[src/rtl/recip_scale_pkg.sv]
package recip_scale_pkg;
  // divisor expressed as DIVR_NUM / DIVR_DEN (1.36 = 136/100)
  localparam int unsigned DIVR_NUM = 136;
  localparam int unsigned DIVR_DEN = 100;
  localparam int unsigned DATA_W   = 24;
  localparam int unsigned FRAC_W   = 24;

  // reciprocal as an unsigned FRAC_W-bit fraction, rounded to nearest
  function automatic longint unsigned recip_coef(int unsigned frac_w);
    longint unsigned num;
    num = (longint'(DIVR_DEN) << frac_w) + longint'(DIVR_NUM / 2);
    return num / longint'(DIVR_NUM);
  endfunction
endpackage

[src/rtl/rsd_slice_sum.sv]
module rsd_slice_sum #(
  parameter int unsigned DATA_W  = 24,
  parameter int unsigned PROD_W  = 48,
  parameter int unsigned COEF_W  = 24,
  parameter int unsigned BASE    = 0,
  parameter int unsigned SLICE_W = 6,
  parameter logic [COEF_W-1:0] COEF = '0
) (
  input  logic              clk_i,
  input  logic              rst_ni,
  input  logic [DATA_W-1:0] x_i,
  output logic [PROD_W-1:0] sum_o
);
  logic [PROD_W-1:0] acc;

  always_comb begin
    acc = '0;
    for (int i = 0; i < int'(SLICE_W); i++) begin
      if (COEF[BASE+i]) acc = acc + (PROD_W'(x_i) << (BASE + i));
    end
  end

  always_ff @(posedge clk_i or negedge rst_ni) begin
    if (!rst_ni) sum_o <= '0;
    else         sum_o <= acc;
  end
endmodule

[src/rtl/rsd_pair_add.sv]
module rsd_pair_add #(
  parameter int unsigned W = 48
) (
  input  logic         clk_i,
  input  logic         rst_ni,
  input  logic [W-1:0] a_i,
  input  logic [W-1:0] b_i,
  output logic [W-1:0] sum_o
);
  always_ff @(posedge clk_i or negedge rst_ni) begin
    if (!rst_ni) sum_o <= '0;
    else         sum_o <= a_i + b_i;
  end
endmodule

[src/rtl/rsd_valid_pipe.sv]
module rsd_valid_pipe #(
  parameter int unsigned DEPTH = 3
) (
  input  logic clk_i,
  input  logic rst_ni,
  input  logic v_i,
  output logic v_o
);
  logic [DEPTH-1:0] sr;

  generate
    if (DEPTH == 1) begin : g_one
      always_ff @(posedge clk_i or negedge rst_ni) begin
        if (!rst_ni) sr <= '0;
        else         sr <= v_i;
      end
    end else begin : g_many
      always_ff @(posedge clk_i or negedge rst_ni) begin
        if (!rst_ni) sr <= '0;
        else         sr <= {sr[DEPTH-2:0], v_i};
      end
    end
  endgenerate

  assign v_o = sr[DEPTH-1];
endmodule

[src/rtl/recip_scale_div.sv]
module recip_scale_div
  import recip_scale_pkg::*;
#(
  parameter int unsigned IN_W    = DATA_W,
  parameter int unsigned CF_W    = FRAC_W,
  parameter int unsigned SLICES  = 4
) (
  input  logic            clk_i,
  input  logic            rst_ni,
  input  logic            in_valid_i,
  input  logic [IN_W-1:0] in_data_i,
  output logic            out_valid_o,
  output logic [IN_W-1:0] q_o
);
  localparam int unsigned PROD_W  = IN_W + CF_W;
  localparam int unsigned SLICE_W = CF_W / SLICES;
  localparam int unsigned PAIRS   = SLICES / 2;
  localparam int unsigned LAT     = 3;
  localparam logic [CF_W-1:0] COEF = CF_W'(recip_coef(CF_W));

  logic [PROD_W-1:0] slice_sum [SLICES];
  logic [PROD_W-1:0] pair_sum  [PAIRS];
  logic [PROD_W-1:0] prod;

  // stage 1: one registered partial sum per coefficient slice
  for (genvar s = 0; s < SLICES; s++) begin : g_slice
    rsd_slice_sum #(
      .DATA_W (IN_W),
      .PROD_W (PROD_W),
      .COEF_W (CF_W),
      .BASE   (s * SLICE_W),
      .SLICE_W(SLICE_W),
      .COEF   (COEF)
    ) slice_i (
      .clk_i (clk_i),
      .rst_ni(rst_ni),
      .x_i   (in_data_i),
      .sum_o (slice_sum[s])
    );
  end

  // stage 2: pairwise adds
  for (genvar p = 0; p < PAIRS; p++) begin : g_pair
    rsd_pair_add #(.W(PROD_W)) pair_i (
      .clk_i (clk_i),
      .rst_ni(rst_ni),
      .a_i   (slice_sum[2*p]),
      .b_i   (slice_sum[2*p+1]),
      .sum_o (pair_sum[p])
    );
  end

  // stage 3: final add, keep integer part (truncation)
  always_comb begin
    prod = '0;
    for (int p = 0; p < int'(PAIRS); p++) prod = prod + pair_sum[p];
  end

  always_ff @(posedge clk_i or negedge rst_ni) begin
    if (!rst_ni) q_o <= '0;
    else         q_o <= IN_W'(prod >> CF_W);
  end

  rsd_valid_pipe #(.DEPTH(LAT)) vpipe_i (
    .clk_i (clk_i),
    .rst_ni(rst_ni),
    .v_i   (in_valid_i),
    .v_o   (out_valid_o)
  );
endmodule

[config.mk]
export PLATFORM = sky130hd
export DESIGN_NAME = recip_scale_div
export DESIGN_NICKNAME = d
export VERILOG_FILES = /design/src/rtl/recip_scale_pkg.sv /design/src/rtl/rsd_slice_sum.sv /design/src/rtl/rsd_pair_add.sv /design/src/rtl/rsd_valid_pipe.sv /design/src/rtl/recip_scale_div.sv
export SDC_FILE = /design/constraint.sdc
export NUM_CORES = 1
export LEC_CHECK = 0
export ABC_AREA = 1
export BUFFER_PORTS_ARGS = -buffer_cell sky130_fd_sc_hd__buf_4
export CORE_UTILIZATION = 64
export DETAILED_ROUTE_END_ITERATION = 8
export PLACE_DENSITY = 0.79
export SKIP_LAST_GASP = 1
export SYNTH_ARGS = -nofsm -noshare
export SYNTH_HDL_FRONTEND = slang
export SYNTH_SLANG_ARGS = --single-unit
[constraint.sdc]
create_clock -name clk_i -period 2.4 [get_ports clk_i]
set_clock_uncertainty 0.15 [all_clocks]
set_input_delay 0.48 -clock clk_i [delete_from_list [all_inputs] [get_ports clk_i]]
set_output_delay 0.48 -clock clk_i [all_outputs]
set_load 0.005 [all_outputs]
==> results_dict.tcl, run 1 <==
set metrics [dict create \
    cts.sinks 162 \
    ys_types 40 \
    synth_top_area_share 0.2678 \
    haltStage "global routing (5_1_grt)" \
    row_count 55 \
    die_h_um 155.8 \
    dp_hpwl_mm 39.05 \
    netlist_area_um2 15140 \
    start_util 0.6606 \
    grt_max_degree 65 \
    grt.overflow.total 5 \
    synth_edf_count 0 \
    yosysSeqAreaShare 0.2678 \
    async_flop_share 1.000 \
    cts_buffers 17 \
    syn_avg_cell_area_um2 7.107 \
    synth.area.top_cells "dfrtp_1, nand2_1, ha_1" \
    synth_ff_type "dfrtp_1" \
    placed_area_um2 18290 \
    ys_top_cells_by_count "nand2_1, inv_1, nor2_1, dfrtp_1, a21oi_1" \
    ys_seq_elements 162 \
    tool.error "[ERROR GRT-0116] Global routing finished with congestion. Check the congestion regions in the DRC Viewer." \
    synth_largest_area_cell "dfrtp_1" \
    ioPinCount 52 \
    fp.dieW_um 155.8 \
    yosysMostFrequentCell "nand2_1" \
    place.gp.congestion 1.079 \
    yosysWarnings 0 \
    cts.path.max_buffers 2 \
    numPortBuffers 51 \
    cts_root_buf "clkbuf_16" \
    synth_fp_nets 2366 \
    status "did not finish" \
    grt_pass1_vias 20374 \
    dp.cells 2746 \
    grt_pass1_wl_mm 114.1 \
    synthCells 2130 \
    htreeDepth 4 \
    track_usage 0.6322 \
]
-- routing by layer --
| metal | track usage | GRT overflow |
|---|---|---|
| met5 | 0.1532 | 0 |
| met4 | 0.6004 | 3 |
| met3 | 0.4014 | 0 |
| met2 | 0.8786 | 2 |
| met1 | 0.6270 | 0 |
-- stage by stage --
step,setup WS [ps],TNS [ps],util
after floorplan,-1073,-41130,-
after global placement,-1787,-68680,0.7983
after detailed placement,-1752,-71610,0.7983
after CTS,-966.2,-37720,0.8904
-- cells by family after synthesis --
logic type	synth area share
compound gates	0.09473
xor+xnor	0.04736
fa+ha+maj	0.2070
buf+inv	0.09233
flops	0.2678
simple gates	0.2908
-- timing repair --
action / in CTS
pin swaps: 123
setup buffers: 34
resized for setup: 265
hold buffers: 2
endpoints found under the hold margin: 37
setup endpoints to repair: 46
==> inputs of run 2 (changes only) <==
Settings changed: CORE_UTILIZATION 64 to 40, PLACE_DENSITY 0.79 to unset, PLACE_DENSITY_LB_ADDON set to 0.15.
==> results_dict.tcl, run 2 <==
set metrics [dict create \
    netlist_area_um2 15140 \
    start_util 0.4095 \
    vias 15217 \
    track_usage 0.2715 \
    fmax_mhz 290.0 \
    synth_top_area_share 0.2678 \
    powerDensity_nw_per_um2 1233 \
    synth_fp_nets 2366 \
    holdWs_ps 162.5 \
    wl_met3_mm 1.050 \
    power.static_leakage_nw 11.23 \
    critPathBufInv 6 \
    worstMarginPinSlew_ps 456.5 \
    maxCapViolCount 0 \
    synth_fa_ha_area_frac 0.2070 \
    ys_types 40 \
    fp.dieW_um 196.5 \
    grt.overflow.total 0 \
    yosysWarnings 0 \
    setup_ws_ps -1048 \
    fin_crit_sh 1.437 \
    final_cell_mix "nand2_1, buf_4, inv_1, dfrtp_1, nor2_1" \
    htreeDepth 4 \
    synth_compound_area_frac 0.09473 \
    crit_type "in -> reg" \
    viasPerCell 4.928 \
    fillers 3381 \
    path_max_fanout 4 \
    synth_largest_area_cell "dfrtp_1" \
    largest_reg_flops 74 \
    highest_layer "met4" \
    wl_mm 50.95 \
    grt_pass1_vias 15725 \
    maxSlewHeadroom 0.6935 \
    ys_seq_elements 162 \
    async_flop_share 1.000 \
    cts_buffers 17 \
    peakVddDrop_mv 0.6293 \
    layout_commonest_cell "nand2_1" \
    fp.coreArea_um2 36960 \
    grt_pass1_wl_mm 81.16 \
    yosys.area_share.simple 0.2908 \
    cts.path.max_buffers 2 \
    crit_slowest_cell "fa_1" \
    critical_path.top_delay_family "adder cells" \
    min_period_ps 3448 \
    cts_tree "built" \
    worstPathCellList "buf_8, buf_6, inv_4, fa_2, o21ai_4, nand2_2, nand2_4, buf_6, nand2_2, nand4_1, nand2_4, buf_12, fa_1, ha_4, nand2_1, inv_2, nand3_2, nor2_4, nand3_2, nand4_1, nand2_1" \
    nNetsFinal 2807 \
    die_area_um2 38620 \
    synth_ff_type "dfrtp_1" \
    cts_root_buf "clkbuf_16" \
    dr.pass1.iters 5 \
    slew_violations 0 \
    worstPathArrival_ps 3620 \
    startpoint_type "input pin" \
    status "finished with violations" \
    hp-class "in -> reg" \
    hold_violations 0 \
    synthCells 2130 \
    violations "negative setup slack" \
    grt_max_degree 50 \
    area_growth_pct 47.24 \
    setup_viol 46 \
    ant_nets 0 \
    die_h_um 196.5 \
    critPathCaptureType "register" \
    post_route_cells_drive_above_1_share 0.3444 \
    synth_top_family_by_area "simple AND/OR/NAND/NOR gates" \
    largestRegisters "g_slice.slice_i.sum_o: 74 flops, g_pair.pair_i.sum_o: 61 flops, q_o: 24 flops" \
    required_ps 2570 \
    n_antenna_cell 0 \
    syn_avg_cell_area_um2 7.107 \
    cts.sinks 162 \
    antenna_found_initial 0 \
    rsz0062_at_grt "yes" \
    synth_edf_count 0 \
    total_power_mw 27.48 \
    wl_per_cell_um 16.50 \
    largest-register "g_slice.slice_i.sum_o" \
    synth_mux_area_frac 0 \
    dp_hpwl_mm 42.35 \
    ys_top_cells_by_count "nand2_1, inv_1, nor2_1, dfrtp_1, a21oi_1" \
    insertion_delay_ps 430 \
    numPortBuffers 51 \
    place.gp.congestion 0.9847 \
    first_iter_violations 682 \
    max_stage_delay_ps 490 \
    routed-wl-met2_mm 26.72 \
    cts.clk_slew.worst_paths_ps 60 \
    synth.area.top_cells "dfrtp_1, nand2_1, ha_1" \
    drc_errors 0 \
    ioPinCount 52 \
    row_count 70 \
    synth_xor_area_frac 0.04736 \
    met1Wirelength_mm 21.25 \
    yosysSeqAreaShare 0.2678 \
    yosysMostFrequentCell "nand2_1" \
]
-- run 2: cell counts after synthesis --
Identical to the previous run, type by type.
-- run 2: metrics by stage --
stage / std cells / cell area [um2] / worst slack (ps) / utilization / setup TNS, ps
after floorplan: 2130 / 15600 / -1073 / - / -41130
after detailed placement: 2980 / 18860 / -1823 / 0.5102 / -74240
after CTS: 3063 / 21470 / -1031 / 0.5808 / -40020
final: 3088 / 22290 / -1048 / 0.6030 / -40980
after global routing: 3088 / 22290 / -1199 / 0.6030 / -45890
after global placement: 2980 / 18860 / -1818 / 0.5102 / -73800
-- run 2: cell families after synthesis --
group,count (synthesis)
AND/OR/NAND/NOR,1042
buffers and inverters,372
AO/OA/AOI/OAI,264
adder cells (fa/ha/maj),209
flip-flops,162
XOR/XNOR,81
-- run 2: path summary, 6_finish.rpt --
path                                                             start                                endpoint  slack (ps)  cells past startpoint
worst max-delay path                                      in_data_i[2]  g_slice[0].slice_i.sum_o[28]$_DFF_PN0_       -1050                     21
worst min-delay path                                      in_data_i[1]  g_slice[3].slice_i.sum_o[19]$_DFF_PN0_         160                      2
worst max register to register  g_slice[2].slice_i.sum_o[18]$_DFF_PN0_    g_pair[1].pair_i.sum_o[46]$_DFF_PN0_         150                     12
worst min register to register                 vpipe_i.sr[1]$_DFF_PN0_                 vpipe_i.sr[2]$_DFF_PN0_         200                      0
max in group asynchronous                                       rst_ni                       q_o[11]$_DFF_PN0_        1080                      3
min in group asynchronous                                       rst_ni    g_pair[1].pair_i.sum_o[12]$_DFF_PN0_         360                      2
-- run 2: report_power, final --
| part | switching (mW) | internal, mW | total [mW] | leakage, nW |
|---|---|---|---|---|
| logic | 11.6 | 8.61 | 20.2 | 9.04 |
| registers | 0.636 | 4.00 | 4.64 | 1.91 |
| clock network | 1.20 | 1.41 | 2.61 | 0.279 |
-- run 2: layout make-up --
| type | count | area (um2) | share of cell area |
|---|---|---|---|
| clock buffers | 19 | 452.9 | 0.02032 |
| clock inverters | 13 | 117.6 | 0.005277 |
| inverters | 371 | 1400 | 0.06282 |
| multi-input cells | 1596 | 12240 | 0.5490 |
| flip-flops and latches | 162 | 4054 | 0.1819 |
| well taps | 504 | 630.6 | 0.02829 |
| repair buffers | 423 | 3396 | 0.1524 |
-- run 2: routing by layer --
metal,GRT usage,up-vias
li1,-,7646
met1,0.3174,7232
met2,0.5112,254
met3,0.02242,85
met4,0.1047,0
met5,0,-
-- run 2: what timing repair did --
item,4_1_cts,5_1_grt
endpoints found under the setup margin,48,53
setup buffers,51,30
hold endpoints to repair,29,0
gates resized for setup,346,143
pin swaps,164,128
hold buffers,2,0
No activity file was read; power rests on OpenSTA's default activity.
==> inputs of run 3 (changes only) <==
Clock period 2.4 ns to 4 ns, I/O delays scaled along.
==> results_dict.tcl, run 3 (synthesis gave the netlist of run 2 again) <==
set metrics [dict create \
    worstPathCellList "buf_4, buf_4, ha_1, nand3_1, nand2_2, nand2_1, nand3_4, nand2_1, nand3_2, xnor2_2, buf_4, fa_1, inv_1, ha_1, inv_2, o21bai_2, nor2_1, nor2_1, nor2_1, nand3_2, nand2_1, nand3_1" \
    grt_pass1_vias 15087 \
    crit_slowest_cell "fa_1" \
    min_from "vpipe_i.sr[0]$_DFF_PN0_" \
    antenna_found_initial 0 \
    dp.cells 2944 \
    ioPinCount 52 \
    critical_path.top_delay_family "simple AND/OR/NAND/NOR gates" \
    cts.sinks 162 \
    maxSlewHeadroom 0.5003 \
    critPathCaptureType "register" \
    fp.coreArea_um2 36960 \
    fillers 3711 \
    path_max_fanout 4 \
    fin_cells 2983 \
    largestRegisters "g_slice.slice_i.sum_o: 74 flops, g_pair.pair_i.sum_o: 61 flops, q_o: 24 flops" \
    powerDensity_nw_per_um2 737.6 \
    finish.utilization 0.5288 \
    swShare 0.4945 \
    viasPerCell 4.884 \
    cts.path.max_buffers 2 \
    power_frac_clock 0.112 \
    dp_hpwl_mm 41.46 \
    place.gp.congestion 0.9323 \
    status "finished clean" \
    worstMarginPinSlew_ps 749.5 \
    n_antenna_cell 0 \
    track_usage 0.2562 \
    drc_errors 0 \
    ant_nets 0 \
    critPathBufInv 5 \
    seqPwrFrac 0.193 \
    min_period_ps 3878 \
    grt_pass1_wl_mm 76.68 \
    rsz0062_at_grt "yes" \
    fin_crit_sh 0.9696 \
    wl_per_cell_um 16.14 \
    multi_input_comb_area_um2 10460 \
    first_iter_violations 657 \
    required_ps 4140 \
    vias 14569 \
    regArea_um2 4054 \
    grt_max_degree 85 \
    htreeDepth 4 \
    maxCapViolCount 0 \
    nNetsFinal 2702 \
    power.static_leakage_nw 10.35 \
    die_h_um 196.5 \
    placed_area_um2 18140 \
    area_growth_pct 29.11 \
    die_area_um2 38620 \
    largest_reg_flops 74 \
    cts.clk_slew.worst_paths_ps 70 \
    dr.pass1.iters 5 \
    row_count 70 \
    intPower_mw 7.287 \
    insertion_delay_ps 440 \
    final_cell_mix "nand2_1, inv_1, buf_4, nor2_1, dfrtp_1" \
    cts_tree "built" \
    fmax_mhz 257.8 \
    fp.dieW_um 196.5 \
    grt.overflow.total 0 \
    largest-register "g_slice.slice_i.sum_o" \
    hp-class "reg -> reg" \
    cp-startpoint "in_data_i[1]" \
    power.switching_mw 7.129 \
    numPortBuffers 51 \
    hold_violations 0 \
    wl_mm 48.14 \
    start_util 0.4095 \
    holdWs_ps 207.9 \
    rr_startpoint "g_slice[3].slice_i.sum_o[18]$_DFF_PN0_" \
    combPwrFrac 0.695 \
    slew_violations 0 \
    setup_ws_ps 121.7 \
    final.setup.tns_ps 0 \
    cts_root_buf "clkbuf_16" \
    max_stage_delay_ps 480 \
    stdcell_area_um2 19540 \
    setup_viol 0 \
    worstPathArrival_ps 4020 \
    startpoint_type "input pin" \
    dp_worst_setup_slack_ps -595.8 \
    cts_buffers 17 \
    layout_commonest_cell "nand2_1" \
    cts_hold_buf 0 \
    total_power_mw 14.42 \
    crit_type "in -> reg" \
    post_route_cells_drive_above_1_share 0.2110 \
    peakVddDrop_mv 0.4100 \
]
[run 3: changes by cell type in the layout (fill, tap and decap cells not counted), moves of 21 or more]
cell and change:
nand2_1 +79, buf_4 -62, nand2_2 -52, inv_1 +42
inv_2 -39, buf_6 -36, ha_4 -31, a21oi_1 +30
nand3_1 +28, ha_1 +26, nor2_4 -26, nor2_1 +24
nand2_4 -23, a21oi_4 -21
[run 3: timing repair]
action | in CTS | in global routing
endpoints found under the hold margin | 0 | 0
gates cloned | 0 | 0
pin swaps | 3 | 33
gates resized for setup | 13 | 142
setup endpoints to repair | 16 | 37
setup buffers | 0 | 7
[run 3: final timing paths]
kind                       cells past startpoint                                     end  slack [ps]
min in group asynchronous                      1    g_pair[1].pair_i.sum_o[15]$_DFF_PN0_         250
min                                            0                 vpipe_i.sr[1]$_DFF_PN0_         210
max in group asynchronous                      2  g_slice[3].slice_i.sum_o[43]$_DFF_PN0_        2730
max reg2reg                                   12    g_pair[1].pair_i.sum_o[46]$_DFF_PN0_        1430
max                                           22  g_slice[3].slice_i.sum_o[47]$_DFF_PN0_         120
min reg2reg                                    0                 vpipe_i.sr[1]$_DFF_PN0_         210
[run 3: layout make-up]
class	count	area share
clock inverter	14	0.007362
clock buffer	18	0.02247
tap	504	0.03227
multi-input combinational	1596	0.5354
inverter	371	0.07126
sequential	162	0.2074
timing repair buffer	318	0.1238
[run 3: power by group through the flow]
stage	clock network [mW]	registers, mW	logic [mW]
floorplan	0	2.68	5.93
global placement	0	2.82	9.41
detailed placement	0	2.83	9.44
CTS	1.67	2.80	9.52
global route	1.73	2.87	11.2
finish	1.61	2.79	10.0
[run 3: layer usage]
layer,part of all wire,wire length [um],GRT usage
met3,0.025,1187,0.02533
met1,0.43,20720,0.3020
met5,0,0,0
met4,0.029,1408,0.07494
met2,0.52,24830,0.4866
==> inputs of run 4 (changes only) <==
Settings changed: ABC_AREA 1 to unset.
Clock period 4 ns to 4.2 ns, I/O delays scaled along.
==> results_dict.tcl, run 4 <==
set metrics [dict create \
    status "finished with violations" \
    violations "negative setup slack" \
    largestRegisters "g_slice.slice_i.sum_o: 74 flops, g_pair.pair_i.sum_o: 61 flops, q_o: 24 flops" \
    ys_types 64 \
    hold_violations 0 \
    synth_largest_area_cell "dfrtp_1" \
    grt_pass1_vias 9845 \
    powerDensity_nw_per_um2 724.3 \
    place.gp.congestion 0.8545 \
    fmax_mhz 206.6 \
    cts_buffers 17 \
    ant_nets 0 \
    start_util 0.4060 \
    peakVddDrop_mv 0.3069 \
    cts_tree "built" \
    wl_per_cell_um 14.11 \
    netlist_area_um2 12000 \
    synthCells 1182 \
    final.setup.tns_ps -11360 \
    yosysWarnings 0 \
    die_h_um 175.2 \
    worstPathCellList "buf_12, ha_4, a21o_1, a21oi_4, o21ai_2, nand2_2, a2111oi_4, buf_4, o311ai_4, a211o_4, and2_4, buf_6, xor2_4, fa_1, inv_2, ha_4, a21o_1, a21oi_2, o21ai_1, a21oi_2, a211o_1, xnor2_1" \
    fp.dieW_um 175.2 \
    cts.clk_slew.worst_paths_ps 60 \
    row_count 63 \
    largest_reg_flops 74 \
    grt_pass1_wl_mm 45.79 \
    track_usage 0.1860 \
    required_ps 4350 \
    fillers 2564 \
    cts.path.max_buffers 2 \
    cts_hold_buf 0 \
    max_stage_delay_ps 500 \
    wl_mm 26.86 \
    crit_type "in -> reg" \
    hp-class "reg -> reg" \
    grt.overflow.total 0 \
    final_cell_mix "buf_4, dfrtp_1, inv_1, ha_1, xnor2_1" \
    largest-register "g_slice.slice_i.sum_o" \
    synth.area.top_cells "dfrtp_1, ha_1, fa_1" \
    synth_edf_count 0 \
    slew_violations 0 \
    viasPerCell 4.865 \
    startpoint_type "input pin" \
    ys_seq_elements 162 \
    worstPathArrival_ps 4990 \
    min_period_ps 4840 \
    htreeDepth 4 \
    vias 9263 \
    nNetsFinal 1737 \
    synth_fp_nets 1418 \
    grt_max_degree 98 \
    fin_crit_sh 1.152 \
    yosysSeqAreaShare 0.3378 \
    cts.sinks 162 \
    antenna_found_initial 0 \
    ioPinCount 52 \
    async_flop_share 1.000 \
    maxSlewHeadroom 0.5706 \
    insertion_delay_ps 420 \
    numPortBuffers 51 \
    path_max_fanout 4 \
    fp.coreArea_um2 29560 \
    critPathCaptureType "register" \
    layout_commonest_cell "buf_4" \
    post_route_cells_drive_above_1_share 0.3487 \
    die_area_um2 30700 \
    dp_hpwl_mm 21.78 \
    ys_top_cells_by_count "dfrtp_1, ha_1, inv_1, xnor2_1, nor2_1" \
    dr.pass1.iters 4 \
    power.static_leakage_nw 7.860 \
    maxCapViolCount 0 \
    setup_ws_ps -640.0 \
    synth_ff_type "dfrtp_1" \
    rsz0062_at_grt "yes" \
    area_growth_pct 39.13 \
    total_power_mw 12.09 \
    n_antenna_cell 0 \
    worstMarginPinSlew_ps 636.1 \
    synth_top_area_share 0.3378 \
    drc_errors 0 \
    yosysMostFrequentCell "dfrtp_1" \
    setup_viol 31 \
    first_iter_violations 306 \
    syn_avg_cell_area_um2 10.15 \
    cts_root_buf "clkbuf_16" \
    crit_slowest_cell "fa_1" \
]
## run 4: timing repair
item,4_1_cts,5_1_grt
endpoints found under the setup margin,31,37
cloned,0,0
setup buffers,29,15
pin swaps,65,67
resized for setup,99,51
## run 4: final cells by class
cell class | count | area [um2] | share of cell area
multi-input cells | 876 | 8626 | 0.5166
clock inverters | 13 | 175.2 | 0.01049
inverters | 140 | 529.3 | 0.03170
well taps | 390 | 488.0 | 0.02923
repair buffers | 304 | 2381 | 0.1426
flip-flops and latches | 162 | 4054 | 0.2428
clock buffers | 19 | 442.9 | 0.02653
## run 4: where the power goes
group	switching, mW	total (mW)	leakage, nW	internal [mW]
Sequential	0.303	2.61	1.89	2.31
Combinational	3.88	7.89	5.67	4.01
Clock	0.630	1.59	0.301	0.964
## run 4: worst paths after layout
check	startpoint	end	slack, ps	cells past startpoint
max	in_data_i[2]	g_slice[0].slice_i.sum_o[27]$_DFF_PN0_	-640	22
min	vpipe_i.sr[0]$_DFF_PN0_	vpipe_i.sr[1]$_DFF_PN0_	200	0
max reg2reg	g_slice[2].slice_i.sum_o[18]$_DFF_PN0_	g_pair[1].pair_i.sum_o[42]$_DFF_PN0_	990	12
min reg2reg	vpipe_i.sr[0]$_DFF_PN0_	vpipe_i.sr[1]$_DFF_PN0_	200	0
max in group asynchronous	rst_ni	g_slice[2].slice_i.sum_o[16]$_DFF_PN0_	2780	2
min in group asynchronous	rst_ni	q_o[12]$_DFF_PN0_	230	1
## run 4: cell families after synthesis
group           count (synthesis)  synth area share
compound gates                256            0.1446
xor+xnor                      129           0.09415
fa+ha+maj                     209            0.2611
buf+inv                       144           0.04504
flops                         162            0.3378
simple gates                  282            0.1173
## run 4: worst max-delay path: cells and delay by family
family	cells	cell delay (ps)
buffers and inverters	4	490
adder cells (fa/ha/maj)	3	1030
XOR/XNOR	2	290
AO/OA/AOI/OAI	11	2060
AND/OR/NAND/NOR	2	300
## run 4: layer usage
layer | wire [um] | share of wire | track usage | vias to the layer above
met4 | 340 | 0.013 | 0.04891 | 0
li1 | - | - | - | 4699
met1 | 13540 | 0.50 | 0.2573 | 4455
met2 | 12570 | 0.47 | 0.3079 | 85
met5 | 0 | 0 | 0 | -
met3 | 410 | 0.015 | 0.02263 | 24
## run 4: metrics by stage
step / setup WS [ps] / hold WS (ps) / instance area [um2] / util / std cells
floorplan: -592.6 / 181.2 / 12500 / - / 1182
global route: -782.0 / 212.0 / 16700 / 0.5648 / 1904
global placement: -1170 / 181.6 / 14990 / 0.5072 / 1835
detailed placement: -1242 / 189.7 / 14990 / 0.5072 / 1835
finish: -640.0 / 202.1 / 16700 / 0.5648 / 1904
CTS: -559.8 / 202.5 / 16370 / 0.5537 / 1893
